<file path="config.mk">
export PLATFORM = sky130hd
export DESIGN_NAME = i2c_mrx_seq
export DESIGN_NICKNAME = d
export VERILOG_FILES = /design/src/rtl/i2c_mrx_pkg.sv /design/src/rtl/rx_phase_timer.sv /design/src/rtl/rx_shifter.sv /design/src/rtl/i2c_mrx_seq.sv
export SDC_FILE = /design/constraint.sdc
export NUM_CORES = 1
export LEC_CHECK = 0
export CAP_MARGIN = 20
export CORE_MARGIN = 2
export CORE_UTILIZATION = 45
export DETAILED_ROUTE_END_ITERATION = 12
export HOLD_SLACK_MARGIN = 0.02
export PLACE_DENSITY = 0.72
export SKIP_LAST_GASP = 1
export SYNTH_ARGS = -nofsm -noshare
export SYNTH_HDL_FRONTEND = slang
export SYNTH_SLANG_ARGS = --single-unit
</file>
<file path="constraint.sdc">
create_clock -name clk -period 5.65 [get_ports clk]
set_input_delay 1.13 -clock clk [delete_from_list [all_inputs] [get_ports clk]]
set_output_delay 1.13 -clock clk [all_outputs]
set_load 0.05 [all_outputs]
</file>
<file path="src/rtl/i2c_mrx_pkg.sv">
package i2c_mrx_pkg;

    localparam int WORD_W = 8;
    localparam int IDX_W  = 4;

    typedef enum logic [2:0] {
        ST_IDLE,
        ST_HOLD,
        ST_LOW,
        ST_HIGH,
        ST_STOP
    } rx_state_e;

    typedef struct packed {
        logic [2:0] len_code;
        logic       ack_en;
    } rx_cfg_t;

    typedef struct packed {
        logic [IDX_W-1:0] total;
        logic [IDX_W-1:0] data_bits;
        logic             ack_clk;
        logic             nack_end;
    } rx_plan_t;

    function automatic logic [IDX_W-1:0] data_len(input logic [2:0] code);
        return (code == 3'b000) ? IDX_W'(WORD_W) : IDX_W'(code);
    endfunction

    function automatic rx_plan_t make_plan(input rx_cfg_t c);
        rx_plan_t p;
        p.data_bits = data_len(c.len_code);
        p.ack_clk   = c.ack_en;
        p.total     = p.data_bits + IDX_W'(c.ack_en);
        p.nack_end  = (c.len_code == 3'b001) && !c.ack_en;
        return p;
    endfunction

endpackage

</file>
<file path="src/rtl/rx_phase_timer.sv">
module rx_phase_timer #(
    parameter int W = 12
) (
    input  logic         clk,
    input  logic         rst,
    input  logic         clear,
    input  logic         run,
    input  logic [W-1:0] limit,
    output logic         first,
    output logic         done
);
    logic [W-1:0] cnt;
    logic [W-1:0] eff;

    assign eff   = (limit == '0) ? W'(1) : limit;
    assign first = run && (cnt == '0);
    assign done  = run && (cnt >= eff - W'(1));

    always_ff @(posedge clk) begin
        if (rst || clear) begin
            cnt <= '0;
        end else if (run) begin
            cnt <= cnt + W'(1);
        end
    end
endmodule

</file>
<file path="src/rtl/rx_shifter.sv">
module rx_shifter #(
    parameter int W = 8
) (
    input  logic         clk,
    input  logic         rst,
    input  logic         shift,
    input  logic         capture,
    input  logic         bit_in,
    output logic [W-1:0] word
);
    logic [W-1:0] sreg;

    always_ff @(posedge clk) begin
        if (rst) begin
            sreg <= '0;
            word <= '0;
        end else if (shift) begin
            sreg <= {sreg[W-2:0], bit_in};
            if (capture) begin
                word <= {sreg[W-2:0], bit_in};
            end
        end
    end
endmodule

</file>
<file path="src/rtl/i2c_mrx_seq.sv">
module i2c_mrx_seq
    import i2c_mrx_pkg::*;
#(
    parameter int DIV_W = 12
) (
    input  logic              clk,
    input  logic              rst,
    input  logic [DIV_W-1:0]  half_period,
    input  logic              cfg_we,
    input  logic [2:0]        cfg_bits,
    input  logic              cfg_ack,
    input  logic              rd_strobe,
    output logic [WORD_W-1:0] rd_data,
    output logic              pending,
    output logic              irq,
    output logic              stop_req,
    output logic              scl_drive_low,
    input  logic              scl_in,
    output logic              sda_drive_low,
    input  logic              sda_in
);
    rx_state_e        state;
    rx_cfg_t          cfg;
    rx_plan_t         plan;
    logic [IDX_W-1:0] bit_idx;
    logic             tmr_run, tmr_clear, tmr_first, tmr_done;
    logic             in_phase, is_data_bit, last_clk, sample, capture;

    assign in_phase      = (state == ST_LOW) || (state == ST_HIGH);
    assign tmr_run       = (state == ST_LOW) || ((state == ST_HIGH) && scl_in);
    assign tmr_clear     = tmr_done || !in_phase;
    assign is_data_bit   = bit_idx < plan.data_bits;
    assign last_clk      = bit_idx == plan.total - IDX_W'(1);
    assign sample        = (state == ST_HIGH) && tmr_first && is_data_bit;
    assign capture       = bit_idx == plan.data_bits - IDX_W'(1);
    assign scl_drive_low = (state == ST_LOW) || (state == ST_HOLD) || (state == ST_STOP);

    rx_phase_timer #(.W(DIV_W)) u_timer (
        .clk   (clk),
        .rst   (rst),
        .clear (tmr_clear),
        .run   (tmr_run),
        .limit (half_period),
        .first (tmr_first),
        .done  (tmr_done)
    );

    rx_shifter #(.W(WORD_W)) u_shift (
        .clk     (clk),
        .rst     (rst),
        .shift   (sample),
        .capture (capture),
        .bit_in  (sda_in),
        .word    (rd_data)
    );

    always_ff @(posedge clk) begin
        if (rst) begin
            state         <= ST_IDLE;
            cfg           <= '{len_code: 3'b000, ack_en: 1'b1};
            plan          <= '0;
            bit_idx       <= '0;
            pending       <= 1'b1;
            irq           <= 1'b0;
            stop_req      <= 1'b0;
            sda_drive_low <= 1'b0;
        end else begin
            irq      <= 1'b0;
            stop_req <= 1'b0;
            if (cfg_we) begin
                cfg <= '{len_code: cfg_bits, ack_en: cfg_ack};
            end
            unique case (state)
                ST_IDLE, ST_HOLD, ST_STOP: begin
                    if (state == ST_STOP) begin
                        stop_req <= 1'b1;
                        state    <= ST_HOLD;
                    end
                    if (rd_strobe) begin
                        plan    <= make_plan(cfg);
                        bit_idx <= '0;
                        pending <= 1'b1;
                        state   <= ST_LOW;
                    end
                end
                ST_LOW: begin
                    // SDA is updated only inside the low phase
                    if (tmr_first) begin
                        sda_drive_low <= plan.ack_clk && (bit_idx == plan.data_bits);
                    end
                    if (tmr_done) begin
                        state <= ST_HIGH;
                    end
                end
                ST_HIGH: begin
                    if (tmr_done) begin
                        if (last_clk) begin
                            irq     <= 1'b1;
                            pending <= 1'b0;
                            state   <= plan.nack_end ? ST_STOP : ST_HOLD;
                        end else begin
                            bit_idx <= bit_idx + IDX_W'(1);
                            state   <= ST_LOW;
                        end
                    end
                end
                default: state <= ST_IDLE;
            endcase
        end
    end
endmodule

</file>
# After elaboration in Yosys (flattened, before gate mapping)
# Cells that the tools add are included.
[word_totals]
regBits = 52
input_bits = 22
out_inout_bits = 13
wordCells = 88
[classes]
addsub = 6
order_cmp = 2
eq_ne = 14
muxes = 19
bitwise_logic = 3
n_reduce_logical = 29
[op_table]
columns = ["op", "count"]
rows = [
  ["12-bit zero test", 2],
  ["3-bit 2-to-1 mux", 6],
  ["4-bit 2-to-1 mux", 4],
  ["12-bit by 1-bit adder with 12-bit output (second input constant)", 1],
  ["4-bit == test", 3],
  ["12-bit greater-or-equal comparator", 1],
  ["12-bit 2-to-1 mux", 1],
  ["12-bit by 1-bit subtractor with 12-bit output (second input constant)", 1],
  ["2-bit inequality test (second input constant)", 5],
  ["3-bit one-hot mux with 3 select lines", 1],
  ["4-bit one-hot mux with 2 select lines", 1],
  ["4-bit AND reduction", 2],
  ["4-bit by 1-bit subtractor with 4-bit output (second input constant)", 2],
  ["1-bit logical AND", 7],
  ["3-bit by 1-bit == test with 1-bit output (second input constant)", 2],
  ["3-bit by 2-bit == test with 1-bit output (second input constant)", 2],
  ["3-bit zero test", 2],
  ["1-bit logical OR", 6],
  ["2-bit AND reduction", 3],
  ["3-bit OR reduction", 2],
  ["1-bit 2-to-1 mux", 5],
  ["4-bit by 1-bit adder with 4-bit output", 1],
  ["4-bit by 1-bit adder with 4-bit output (second input constant)", 1],
  ["4-bit < comparator", 1],
  ["other kinds (8)", 11],
]

# Depth between registers and ports, before layout
[logic_depth]
depth_word = 7
depth_mapped = 16

# Hierarchy
# From an unflattened synthesis, not the netlist that was laid out.
[hier_totals]
hier_cells = 364
hier_area_um2 = 3131.8
[modules_own_cells]
columns = ["module", "instances", "cells_per_inst", "area_per_inst_um2"]
rows = [
  ["i2c_mrx_seq", 1, 179, 1488.9],
  ["rx_phase_timer", 1, 127, 1028.5],
  ["rx_shifter", 1, 58, 614.3],
]

# Worst setup path before layout
# Ideal clock, no wire load.
[synth_timing]
path_kind = "input-to-reg"
startpoint = "in half_period[5]"
endpoint = "reg bit_idx[3]"
t_arrival_ns = 4.591
required_time_ns = 5.580
setup_slack_ns = 0.989
path_stages = 16
n_path_buf = 1
path_cell_list = "or4_1 > or4_1 > nor2_1 > a31oi_1 > ha_1 > nand2_1 > nor4_1 > xnor2_1 > ha_1 > nand4_1 > nor4_2 > a32oi_1 > and3_1 > buf_6 > or4_1 > a21oi_1"
[synth_via]
elab_chain_cells = 7
[synth_lines]
columns = ["item", "line_no", "source"]
rows = [
  ["start, declared", "i2c_mrx_seq.sv:8", "input logic [DIV_W-1:0] half_period,"],
  ["12-bit zero test", "rx_phase_timer.sv:15", "assign eff = (limit == '0) ? W'(1) : limit;"],
  ["12-bit 2-to-1 mux *", "rx_phase_timer.sv:15", ""],
  ["12-bit by 1-bit subtractor with 12-bit output *", "rx_phase_timer.sv:17", "assign done = run && (cnt >= eff - W'(1));"],
  ["12-bit greater-or-equal comparator *", "rx_phase_timer.sv:17", ""],
  ["1-bit logical AND *", "rx_phase_timer.sv:17", ""],
  ["2-bit inequality test (no source line) *", "-", ""],
  ["4-bit AND reduction (no source line) *", "-", ""],
  ["end signal, assigned", "i2c_mrx_seq.sv:102", "bit_idx <= bit_idx + IDX_W'(1);"],
  ["end, declared", "i2c_mrx_seq.sv:25", "logic [IDX_W-1:0] bit_idx;"],
]
# Every way passes the cells marked *; elsewhere a longest branch is shown, timed or not.
# A chain may end at the register's enable or synchronous reset.

# Final worst setup path
[layout_timing]
startpoint = "in half_period[4]"
endpoint = "reg bit_idx[3]"
# The elaborated chain is that of the path after synthesis.

==> results.sh <==
export IMPL_status="completed"
export IMPL_start_kind="input pin"
export IMPL_min_to="plan[1]$_SDFFE_PP0P_"
export IMPL_crit_path_frequent_cell="or4_1"
export IMPL_reg2reg_slack_ps=2910
export IMPL_crit_buf_inv=1
export IMPL_port_buffers=34
export IMPL_dp_cells=436
export IMPL_seqPwrFrac=0.476
export IMPL_required_ps=5890
export IMPL_final_cells=444
export IMPL_row_count=29
export IMPL_clk_latency_ps=300
export IMPL_cp_num_cells=16
export IMPL_max_slew_margin_rel=0.290
export IMPL_dieArea_um2=7160
export IMPL_clock_sinks=52
export IMPL_dr_pass1_iters=4
export IMPL_ioPinCount=35
export IMPL_drt_vias_per_instance=5.35
export IMPL_clk_pin_slew_ps=90
export IMPL_cp_arrival_ps=5320
export IMPL_first_iter_violations=116
export IMPL_critPathMaxFanout=8
export IMPL_cap_violations=0
export IMPL_synth_cell_types=43
export IMPL_combPwrFrac=0.228
export IMPL_postSynth_asyncResetShare=0
export IMPL_htree_levels=2
export IMPL_vias=2377
export IMPL_synth_seq_cells=52
export IMPL_coreArea_um2=6310
export IMPL_grt_util_met2=0.284
export IMPL_hold_path_depth=2
export IMPL_grt_pass1_wl_um=10100
export IMPL_place_area_um2=3290
export IMPL_start_util=0.463
export IMPL_clockPowerShare=0.296
export IMPL_cts_root_buf="clkbuf_8"
export IMPL_ff2ff_path_depth=6
export IMPL_ir_worst_vdd_v=0.000147
export IMPL_grt_setup_unrepaired="false"
export IMPL_synth_area_um2=2920
export IMPL_tns_ps=0
export IMPL_leakage_uw=0.00131
export IMPL_areaGrowthSynthToFinish_pct=16.5
export IMPL_max_freq_mhz=197
export IMPL_post_cts_buffers=0
export IMPL_crit_chain="clkdlybuf4s50_1 > or4_1 > or4_1 > nor2_1 > a31oi_1 > ha_1 > nand2_1 > nor4_1 > xnor2_1 > ha_1 > nand4_1 > nor4_2 > a32oi_1 > and3_1 > or4_1 > a21oi_1"
export IMPL_final_antenna_net_count=0
export IMPL_grt_pass1_vias=2364
export IMPL_cp_top_family="simple AND/OR/NAND/NOR gates"
export IMPL_drive_gt1_frac=0.0436
export IMPL_antenna_found_initial=0
export IMPL_worst_pin_slew_ps=1070
export IMPL_cts_resized_gates=0
export IMPL_timing_final_crit_share=0.899
export IMPL_gp_congestion=0.840
export IMPL_cts_tree="built"
export IMPL_powerDensity_nw_per_um2=251
export IMPL_wl_per_cell_um=13.0
export IMPL_path_class="input pin to flip-flop"
export IMPL_final_hold_violation_count=0
export IMPL_layout_commonest_cell="dfxtp_1"
export IMPL_drc=0
export IMPL_use_met3=0.0403
export IMPL_synth_edf_count=0
export IMPL_dp_hpwl_um=4250
export IMPL_synth_nets=385
export IMPL_rr_startpoint="state[0]$_SDFFE_PP0P_"
export IMPL_routed_wl_um=5770
export IMPL_switching_power_uw=255
export IMPL_use_met1=0.212
export IMPL_stdcell_area_um2=3400
export IMPL_yosysWarnings=0
export IMPL_grt_busiest_layer="met2"
export IMPL_fin_skew_ps=6.66
export IMPL_synth_avg_cell_area_um2=8.62
export IMPL_cts_buffers=5
export IMPL_grt_ovfl_total=0
export IMPL_synthCells=339
export IMPL_grt_max_degree=38
export IMPL_hold_buffers=0
export IMPL_period_minus_slack_ps=5080
export IMPL_endpoint_kind="flip-flop"
export IMPL_maxSlewViolCount=0
export IMPL_timing_rr_end="u_shift.word[4]$_SDFFE_PP0P_"
export IMPL_fp_dieH_um=84.6
export IMPL_hold_start="plan[1]$_SDFFE_PP0P_"
export IMPL_hold_class="flip-flop to flip-flop"
export IMPL_cp_slowest_cell="or4_1"
export IMPL_clk_path_buf_depth=2
export IMPL_critPathMaxStageDelay_ps=600
export IMPL_layout_common_cells="dfxtp_1 (52), nor2_1 (50), clkdlybuf4s50_1 (34), nand2_1 (28), ha_1 (24)"
export IMPL_n_antenna_cell=0
export IMPL_setup_violations=0
export IMPL_final_net_count=412
export IMPL_track_usage=0.169
export IMPL_ys_seq_area_frac=0.356
export IMPL_power_share_switching=0.298
export IMPL_fp_dieW_um=84.6
export IMPL_ys_flop_type="dfxtp_1"
export IMPL_p_int_uw=601
worst min-delay path: stages, from the launching register on:
cell and delay, ps:
dfxtp_1 320, nand2_1 50, a21oi_1 50
layer usage:
metal  share of wire  vias to the layer above  routed length (um)
li1                -                     1231                   -
met1            0.48                     1087                2760
met2            0.46                       49                2660
met3           0.045                       10                 257
met4           0.016                        0                  92
met5               0                        -                   0
metrics by stage:
step | util | setup WS, ps | total power (uW) | hold slack [ps]
global placement | 0.522 | 397 | 607 | 455
finish | 0.539 | 573 | 856 | 468
global route | 0.539 | 322 | 904 | 494
CTS | 0.539 | 595 | 861 | 471
floorplan | - | 989 | 560 | 435
detailed placement | 0.522 | 302 | 610 | 456
kinds of logic (layout without fill, tap and decap cells):
kind of cell	Yosys count	in the layout	share of synthesized area
fa+ha+maj	24	24	0.103
simple gates	137	137	0.238
flops	52	52	0.356
buf+inv	28	56	0.0420
mux	21	21	0.0719
xor+xnor	32	32	0.0959
compound gates	45	45	0.0937
cell type report:
class / count / area, um^2
Fill cell: 612 / 2910
Clock buffer: 5 / 68.8
Inverter: 13 / 48.8
Tap cell: 77 / 96.3
Multi-Input combinational cell: 259 / 1760
Sequential cell: 52 / 1040
Clock inverter: 3 / 42.5
Timing Repair Buffer: 35 / 348
cells in the mapped netlist, drive strengths merged, types with 3 or more instances:
master | number | share of area
or4 | 5 | 0.013
mux2i | 21 | 0.072
xnor2 | 23 | 0.069
dfxtp | 52 | 0.36
a21oi | 21 | 0.036
nor2 | 51 | 0.071
clkbuf | 10 | 0.013
nor2b | 4 | 0.0086
o21ai | 9 | 0.015
nor3 | 10 | 0.017
ha | 24 | 0.10
inv | 13 | 0.017
or3 | 4 | 0.0086
buf | 5 | 0.012
and3 | 3 | 0.0064
nand4 | 7 | 0.015
nand2b | 6 | 0.015
o31ai | 3 | 0.0077
nand3 | 6 | 0.010
nor4 | 5 | 0.013
xor2 | 9 | 0.027
nand2 | 28 | 0.036
registers in the layout, indices dropped and copies added (netlist names):
name           count
u_shift.word       8
pending            1
bit_idx            4
sda_drive_low      1
u_shift.sreg       7
stop_req           1
plan              10
cfg                4
irq                1
state              3
u_timer.cnt       12
how the worst max path moves through the flow:
stage / endpoint / start
2_1_floorplan: bit_idx[3]$_SDFFE_PP0P_ / half_period[5]
3_3_place_gp: bit_idx[3]$_SDFFE_PP0P_ / half_period[4]
3_5_place_dp: bit_idx[3]$_SDFFE_PP0P_ / half_period[4]
4_1_cts: bit_idx[3]$_SDFFE_PP0P_ / half_period[4]
5_1_grt: bit_idx[3]$_SDFFE_PP0P_ / half_period[4]
6_report: bit_idx[3]$_SDFFE_PP0P_ / half_period[4]
power groups by stage:
stage / clock (uW) / sequential (uW) / combinational, uW
after detailed placement: 0 / 416 / 195
after global routing: 274 / 411 / 219
after global placement: 0 / 415 / 191
final: 253 / 407 / 195
after floorplan: 0 / 410 / 150
after CTS: 257 / 407 / 196
Power figures use the tool's default switching activity.
